<file path="src/rtl/slk_irq_pkg.sv">
package slk_irq_pkg;
  typedef enum logic {
    ACK_IDLE = 1'b0,
    ACK_WAIT = 1'b1
  } ack_state_e;
endpackage

</file>
<file path="src/rtl/slk_irq_edge.sv">
module slk_irq_edge #(
  parameter int WIDTH = 16
) (
  input  logic             clk,
  input  logic             rst_n,
  input  logic [WIDTH-1:0] cond_i,
  output logic [WIDTH-1:0] rise_o
);
  logic [WIDTH-1:0] prev_q;
  logic [WIDTH-1:0] prev_d;

  // history follows the flags every cycle, enabled or not
  for (genvar g = 0; g < WIDTH; g++) begin : g_bit
    always_comb prev_d[g] = cond_i[g];
    assign rise_o[g] = cond_i[g] & ~prev_q[g];
    always_ff @(posedge clk or negedge rst_n) begin
      if (!rst_n) prev_q[g] <= 1'b0;
      else        prev_q[g] <= prev_d[g];
    end
  end


  no_fall_rise_chk: assert property (@(posedge clk) disable iff (!rst_n)
    (cond_i == '0) |-> (rise_o == '0));
endmodule

</file>
<file path="src/rtl/slk_irq_ctrl.sv">
module slk_irq_ctrl
  import slk_irq_pkg::*;
(
  input  logic clk,
  input  logic rst_n,
  input  logic en_i,
  input  logic event_i,
  input  logic ack_i,
  output logic irq_o
);
  ack_state_e state_q, state_d;
  logic       pend_q, pend_d;
  logic       irq_q, irq_d;
  logic       fire;
  logic       state_ce, pend_ce;

  always_comb begin
    fire    = en_i && (state_q == ACK_IDLE) && (pend_q || event_i);
    state_d = state_q;
    pend_d  = pend_q;
    irq_d   = fire;
    if (!en_i) begin
      state_d = ACK_IDLE;
      pend_d  = 1'b0;
    end else if (fire) begin
      state_d = ACK_WAIT;
      pend_d  = 1'b0;
    end else if (state_q == ACK_WAIT) begin
      if (event_i) pend_d = 1'b1;
      if (ack_i)   state_d = ACK_IDLE;
    end
    state_ce = (state_d != state_q);
    pend_ce  = (pend_d != pend_q);
  end

  always_ff @(posedge clk or negedge rst_n) begin
    if (!rst_n) begin
      state_q <= ACK_IDLE;
      pend_q  <= 1'b0;
      irq_q   <= 1'b0;
    end else begin
      if (state_ce) state_q <= state_d;
      if (pend_ce)  pend_q  <= pend_d;
      irq_q <= irq_d;
    end
  end

  assign irq_o = irq_q;


  irq_single_pulse_chk: assert property (@(posedge clk) disable iff (!rst_n)
    irq_q |=> !irq_q);

  irq_off_when_disabled_chk: assert property (@(posedge clk) disable iff (!rst_n)
    !en_i |=> !irq_q);

  no_refire_before_ack_chk: assert property (@(posedge clk) disable iff (!rst_n)
    (state_q == ACK_WAIT && !ack_i) |=> !irq_q);

  pending_reraise_chk: assert property (@(posedge clk) disable iff (!rst_n)
    (pend_q && state_q == ACK_WAIT && ack_i && en_i) ##1 en_i |=> irq_q);
endmodule

</file>
<file path="src/rtl/slk_irq_gen.sv">
module slk_irq_gen #(
  parameter int NUM_LINKS = 8
) (
  input  logic                 clk,
  input  logic                 rst_n,
  input  logic                 enable,
  input  logic [NUM_LINKS-1:0] half_flags,
  input  logic [NUM_LINKS-1:0] avail_flags,
  input  logic                 status_rd,
  output logic                 irq
);
  localparam int COND_W = 2 * NUM_LINKS;

  logic [COND_W-1:0] cond_all;
  logic [COND_W-1:0] rise_all;
  logic              any_event;

  assign cond_all  = {half_flags, avail_flags};
  assign any_event = |rise_all;

  slk_irq_edge #(.WIDTH(COND_W)) u_edge (
    .clk    (clk),
    .rst_n  (rst_n),
    .cond_i (cond_all),
    .rise_o (rise_all)
  );

  slk_irq_ctrl u_ctrl (
    .clk     (clk),
    .rst_n   (rst_n),
    .en_i    (enable),
    .event_i (any_event),
    .ack_i   (status_rd),
    .irq_o   (irq)
  );
endmodule

</file>
<file path="config.mk">
export PLATFORM = sky130hd
export DESIGN_NAME = slk_irq_gen
export DESIGN_NICKNAME = d
export VERILOG_FILES = /design/src/rtl/slk_irq_pkg.sv /design/src/rtl/slk_irq_edge.sv /design/src/rtl/slk_irq_ctrl.sv /design/src/rtl/slk_irq_gen.sv
export SDC_FILE = /design/constraint.sdc
export NUM_CORES = 1
export LEC_CHECK = 0
export BUFFER_PORTS_ARGS = -buffer_cell sky130_fd_sc_hd__buf_2
export CAP_MARGIN = 10
export CORE_AREA = 2 2 40 42
export DETAILED_ROUTE_END_ITERATION = 12
export DIE_AREA = 0 0 42 44
export HOLD_SLACK_MARGIN = 0.15
export PLACE_DENSITY = 0.76
export SYNTH_ARGS = -nofsm -noshare
export SYNTH_HDL_FRONTEND = slang
export SYNTH_SLANG_ARGS = --single-unit
</file>
<file path="constraint.sdc">
create_clock -name clk -period 1.81 [get_ports clk]
set_input_delay 0.0905 -clock clk [delete_from_list [all_inputs] [get_ports clk]]
set_output_delay 0.0905 -clock clk [all_outputs]
set_load 0.02 [all_outputs]
</file>
After elaboration in Yosys (flattened, before gate mapping)
Cells that the tools add are included.
- bits in registers: 19
- latch bits: 0
- RAM bits: 0
- bits in read-only memories: 0
- word-level logic and storage cells: 66
- memories kept: 0
- add/sub/neg operators: 0
- $mul: 0
- div/mod/pow operators: 0
- magnitude comparators: 0
- equal/unequal tests: 2
- shifts and indexed selects: 0
- muxes and demuxes: 8
- bitwise logic cells: 33
- reduce and logical (&&, ||, !) cells: 4
- operators with widths (operator ; number):
    inverter 1 bit ; 17
    bitwise AND 1 bit ; 16
    OR reduction 16 bit ; 1
    two-way mux 1 bit ; 8
    logical AND 1 bit ; 2
    != test 1 bit ; 2
    logical OR 1 bit ; 1

Logic depth before layout (Yosys ltp)
- depth after elaboration: 8
- depth in mapped cells: 4

By module
Synthesis repeated with hierarchy kept, for this count alone.
- cells, all modules: 46
- area, all modules: 757.0 µm²
- by module, submodules not included (module ; times used ; cells an instance ; area an instance (µm²)):
    slk_irq_edge ; 1 ; 32 ; 620.6
    slk_irq_ctrl ; 1 ; 9 ; 105.1
    slk_irq_gen ; 1 ; 5 ; 31.3

Worst setup path before layout
OpenSTA, ideal clock, no wires.
- path kind: reg-to-reg
- from: register u_edge.prev_q[1]
- to: register u_ctrl.state_q
- library setup time: 0.138 ns
- arrival time: 0.894 ns
- data required time: 1.672 ns
- setup slack: 0.778 ns
- cell stages (with the launch flop): 5
- path buffers: 0
- clock period less this slack: 1.032 ns
- cell sequence: dfrtp_1 nand2b_2 o221ai_2 nor4_4 a31oi_1
- cells in the longest elaborated chain, start to end: 8
- RTL lines (item ; RTL line ; RTL):
    start: declaration ; slk_irq_edge.sv:9 ; logic [WIDTH-1:0] prev_q;
    start signal: indexed assignment ; slk_irq_edge.sv:18 ; else prev_q[g] <= prev_d[g];
    inverter 1 bit (*) ; slk_irq_edge.sv:15 ; assign rise_o[g] = cond_i[g] & ~prev_q[g];
    bitwise AND 1 bit (*) ; slk_irq_edge.sv:15 ;
    OR reduction 16 bit (*) ; slk_irq_gen.sv:19 ; assign any_event = |rise_all;
    logical OR 1 bit (*) ; slk_irq_ctrl.sv:18 ; fire = en_i && (state_q == ACK_IDLE) && (pend_q || event_i);
    logical AND 1 bit (*) ; slk_irq_ctrl.sv:18 ;
    two-way mux 1 bit (*) ; slk_irq_ctrl.sv:25 ; end else if (fire) begin
    two-way mux 1 bit (*) ; slk_irq_ctrl.sv:22 ; if (!en_i) begin
    != test 1 bit ; slk_irq_ctrl.sv:32 ; state_ce = (state_d != state_q);
    end signal: assignment ; slk_irq_ctrl.sv:42 ; if (state_ce) state_q <= state_d;
    end: declaration ; slk_irq_ctrl.sv:11 ; ack_state_e state_q, state_d;
Mark *: on every way between the ends. The rest lies on a longest branch, timed or not.
A chain may end at the register's enable or synchronous reset.

Worst setup path in the final report
- from: input avail_flags[5]
- to: register u_ctrl.state_q
- cells in the longest elaborated chain, start to end: 7
- RTL lines (item ; RTL line ; RTL):
    start: declaration ; slk_irq_gen.sv:8 ; input logic [NUM_LINKS-1:0] avail_flags,
    bitwise AND 1 bit (*) ; slk_irq_edge.sv:15 ;
    OR reduction 16 bit (*) ; slk_irq_gen.sv:19 ;
    logical OR 1 bit (*) ; slk_irq_ctrl.sv:18 ;
    logical AND 1 bit (*) ; slk_irq_ctrl.sv:18 ;
    two-way mux 1 bit (*) ; slk_irq_ctrl.sv:25 ;
    two-way mux 1 bit (*) ; slk_irq_ctrl.sv:22 ;
    != test 1 bit ; slk_irq_ctrl.sv:32 ;
Marked as above.

==> metrics.txt <==
# TYPE chip_impl_metric gauge
chip_impl_metric{name="synth_to_layout_area_growth",unit="%"} 49.4
chip_impl_metric{name="clock.fmax",unit="MHz"} 798
chip_impl_metric{name="placedInstanceArea",unit="µm²"} 802
chip_impl_metric{name="route.detailed.vias_per_inst",unit=""} 4.65
chip_impl_metric{name="floorplan.initialDensity",unit="%"} 48.1
chip_impl_metric{name="total_leakage_power",unit="nW"} 0.503
chip_impl_metric{name="yosys_synthesis_warning_count",unit=""} 0
chip_impl_metric{name="die_h",unit="µm"} 44
chip_impl_metric{name="num_io_pins",unit=""} 21
chip_impl_metric{name="max_slew_margin",unit="%"} 73.3
chip_impl_info{name="timing.hold.worst.class",value="input port to asynchronous set/reset pin"} 1
chip_impl_metric{name="fraction_of_layout_cells_with_a_size_suffix_above_1",unit="%"} 30.9
chip_impl_info{name="timing.critical_path.max_delay_family",value="buffers and inverters"} 1
chip_impl_metric{name="grt_first_pass_wirelength",unit="µm"} 2350
chip_impl_metric{name="critical_path.max_stage_delay",unit="ns"} 0.53
chip_impl_metric{name="ys_types",unit=""} 14
chip_impl_metric{name="ctsLongestPathBuffers",unit=""} 2
chip_impl_metric{name="power.total",unit="µW"} 766
chip_impl_metric{name="clk_pin_slew_worst_paths",unit="ns"} 0.10
chip_impl_metric{name="groute.usage.overall",unit="%"} 17.6
chip_impl_info{name="ys.flop_type",value="sky130_fd_sc_hd__dfrtp_1"} 1
chip_impl_metric{name="drt-wirelength-per-cell",unit="µm"} 11.9
chip_impl_metric{name="final_critical_path_share_of_the_clock_period",unit="%"} 69.3
chip_impl_metric{name="reg2reg_slack",unit="ns"} 0.69
chip_impl_metric{name="cts-buffers-inserted",unit=""} 3
chip_impl_metric{name="antenna_cells_inserted",unit=""} 0
chip_impl_metric{name="hold_buffers",unit=""} 19
chip_impl_metric{name="wirelength",unit="µm"} 1310
chip_impl_metric{name="insertion_delay",unit="ns"} 0.28
chip_impl_info{name="critical_path.slowest_cell",value="sky130_fd_sc_hd__dlygate4sd3_1"} 1
chip_impl_info{name="rsz0062_at_grt",value="no"} 1
chip_impl_metric{name="async_flop_share",unit="%"} 100
chip_impl_metric{name="final.setup_skew",unit="ns"} 0.00612
chip_impl_metric{name="synthesis.instances",unit=""} 51
chip_impl_info{name="timing.setup.critical_path_class",value="input port to register"} 1
chip_impl_metric{name="floorplan_die_area",unit="mm²"} 0.00185
chip_impl_metric{name="peakVddDrop",unit="mV"} 0.471
chip_impl_metric{name="syn_avg_cell_area",unit="µm²"} 13.4
chip_impl_metric{name="timing.final.hold_violations",unit=""} 0
chip_impl_metric{name="timing.critical_path.fanout_max",unit=""} 3
chip_impl_metric{name="vias",unit=""} 512
chip_impl_info{name="cts_tree",value="done"} 1
chip_impl_metric{name="critPathBufInv",unit=""} 3
chip_impl_metric{name="synth.cell_area",unit="µm²"} 682
chip_impl_metric{name="gp_congestion",unit=""} 0.668
chip_impl_metric{name="ctsHtreeMaxLevel",unit=""} 1
chip_impl_metric{name="dieWidth",unit="µm"} 42
chip_impl_metric{name="report.final.slew_viol_count",unit=""} 0
chip_impl_metric{name="fin_crit",unit="ns"} 1.25
chip_impl_metric{name="cellPowerDensity",unit="mW/mm²"} 752
chip_impl_metric{name="fp.coreArea",unit="mm²"} 0.00142
chip_impl_info{name="cts_root_buf",value="sky130_fd_sc_hd__clkbuf_4"} 1
chip_impl_metric{name="grt_overflow_total",unit=""} 0
chip_impl_info{name="status",value="completed"} 1
chip_impl_metric{name="worst_hold_slack",unit="ns"} 0.277
chip_impl_metric{name="clock_sinks",unit=""} 19
chip_impl_info{name="critical_path.endpoint_type",value="register"} 1
chip_impl_metric{name="port_buffers",unit=""} 20
chip_impl_metric{name="maxCapViolCount",unit=""} 0
chip_impl_metric{name="synth-seq-cells",unit=""} 19
chip_impl_metric{name="fin_setup_tns",unit="ns"} 0
chip_impl_info{name="timing.critical_path.from_type",value="input port"} 1
chip_impl_metric{name="antenna_violations_before_repair",unit=""} 0
chip_impl_metric{name="tightest_slew",unit="ns"} 0.401
chip_impl_metric{name="worst-endpoint-required",unit="ns"} 1.97
chip_impl_metric{name="final_setup_vio_count",unit=""} 0
chip_impl_metric{name="detail_route.first_pass.iterations",unit=""} 4
chip_impl_metric{name="drt_iter0_markers",unit=""} 1
chip_impl_info{name="critical_path.cell_chain",value="dlygate4sd3_1 > buf_2 > inv_1 > o221ai_2 > nor4_4 > a31oi_1"} 1
chip_impl_metric{name="synth.yosys.seq_area_share",unit="%"} 69.7
chip_impl_metric{name="grt_max_degree",unit=""} 20
chip_impl_metric{name="synth-edff-count",unit=""} 0
chip_impl_metric{name="crit_arrival",unit="ns"} 1.41
chip_impl_metric{name="post-cts-setup-buffers",unit=""} 0
chip_impl_metric{name="final_design_area_no_fill",unit="mm²"} 0.00102
chip_impl_metric{name="nets",unit=""} 115
chip_impl_metric{name="antenna_violating_nets_post_route",unit=""} 0
chip_impl_metric{name="ctsResizeCount",unit=""} 0
chip_impl_metric{name="grt_pass1_vias",unit=""} 568
chip_impl_metric{name="drc",unit=""} 0
chip_impl_metric{name="synth_fp_nets",unit=""} 71
chip_impl_metric{name="rows",unit=""} 14
chip_impl_metric{name="dp_hpwl",unit="µm"} 875
[sequential cells by signal (all words and copies together) (netlist names)]
| register | cells |
|---|---|
| u_ctrl.irq_o | 1 |
| u_ctrl.state_q | 1 |
| u_edge.prev_q | 16 |
| u_ctrl.pend_q | 1 |
[report_power, final]
part           internal, mW  switching, mW  total [mW]  leakage [nW]
logic                0.0599         0.0478       0.108         0.264
clock network        0.0854          0.117       0.203        0.0150
registers             0.446        0.00873       0.455         0.224
[layout by cell type, fill, tap and decap left out]
cell type and n:
sky130_fd_sc_hd__clkinv_2 1, sky130_fd_sc_hd__dlygate4sd3_1 19, sky130_fd_sc_hd__a21oi_1 2, sky130_fd_sc_hd__a31oi_1 1, sky130_fd_sc_hd__nand2b_2 1, sky130_fd_sc_hd__nand2_1 4, sky130_fd_sc_hd__nor4_4 1, sky130_fd_sc_hd__o221ai_2 1
sky130_fd_sc_hd__inv_2 1, sky130_fd_sc_hd__buf_2 20, sky130_fd_sc_hd__inv_1 11, sky130_fd_sc_hd__o2111ai_1 1, sky130_fd_sc_hd__clkbuf_1 1, sky130_fd_sc_hd__a2111oi_4 1, sky130_fd_sc_hd__dfrtp_1 19, sky130_fd_sc_hd__nand2b_1 3
sky130_fd_sc_hd__o22ai_1 4, sky130_fd_sc_hd__clkbuf_4 3
[cells by family after synthesis]
kind of cell | synth area share, %
AOI/OAI and AO/OA | 13.6
and+or+nand+nor | 9.36
DFF | 69.7
buffers and inverters | 7.34
[stage by stage]
stage                     util [%]  worst slack, ns  std cells
final                         71.8            0.556        110
after global placement        56.5            0.755         87
after global routing          71.8            0.473        110
after detailed placement      56.5            0.687         87
after floorplan                  -            0.778         51
after CTS                     71.8            0.556        110
[path summary, 6_finish.rpt]
path / startpoint / to / cells after the start
min in group clk: half_flags[1] / u_edge.prev_q[9]$_DFF_PN0_ / 2
worst min register to register: u_ctrl.state_q$_DFFE_PN0P_ / u_ctrl.pend_q$_DFFE_PN0P_ / 2
worst min-delay path: rst_n / u_edge.prev_q[3]$_DFF_PN0_ / 2
worst max register to register: u_edge.prev_q[1]$_DFF_PN0_ / u_ctrl.state_q$_DFFE_PN0P_ / 4
worst max-delay path: avail_flags[5] / u_ctrl.state_q$_DFFE_PN0P_ / 6
max in group asynchronous: rst_n / u_ctrl.irq_o$_DFF_PN0_ / 2
[routing by layer]
metal  vias to the layer above  GRT usage (%)  share of wire, %
met4                         0           7.74              0.69
met2                        10           34.1                58
li1                        249              -                 -
met5                         -              0                 0
met1                       251           18.8                38
met3                         2           2.50               2.9
[layout make-up]
type	count	area, µm²
sequential	19	475
fill	85	400
timing repair buffer	39	290
multi-input combinational	19	156
inverter	13	50.0
clock buffer	4	26.3
tap	16	20.0
[Yosys cell counts (2+ instances only)]
master / number / share of area, %
sky130_fd_sc_hd__dfrtp_1: 19 / 70
sky130_fd_sc_hd__inv_1: 11 / 6.1
sky130_fd_sc_hd__nand2_1: 4 / 2.2
sky130_fd_sc_hd__o22ai_1: 4 / 3.7
sky130_fd_sc_hd__nand2b_1: 3 / 2.8
sky130_fd_sc_hd__a21oi_1: 2 / 1.5
[worst reg2reg max path: stages, from the launching register on]
cell                       delay, ns
sky130_fd_sc_hd__dfrtp_1        0.33
sky130_fd_sc_hd__nand2b_2       0.11
sky130_fd_sc_hd__o221ai_2       0.11
sky130_fd_sc_hd__nor4_4         0.33
sky130_fd_sc_hd__a31oi_1        0.12
Power figures use the tool's default switching activity.
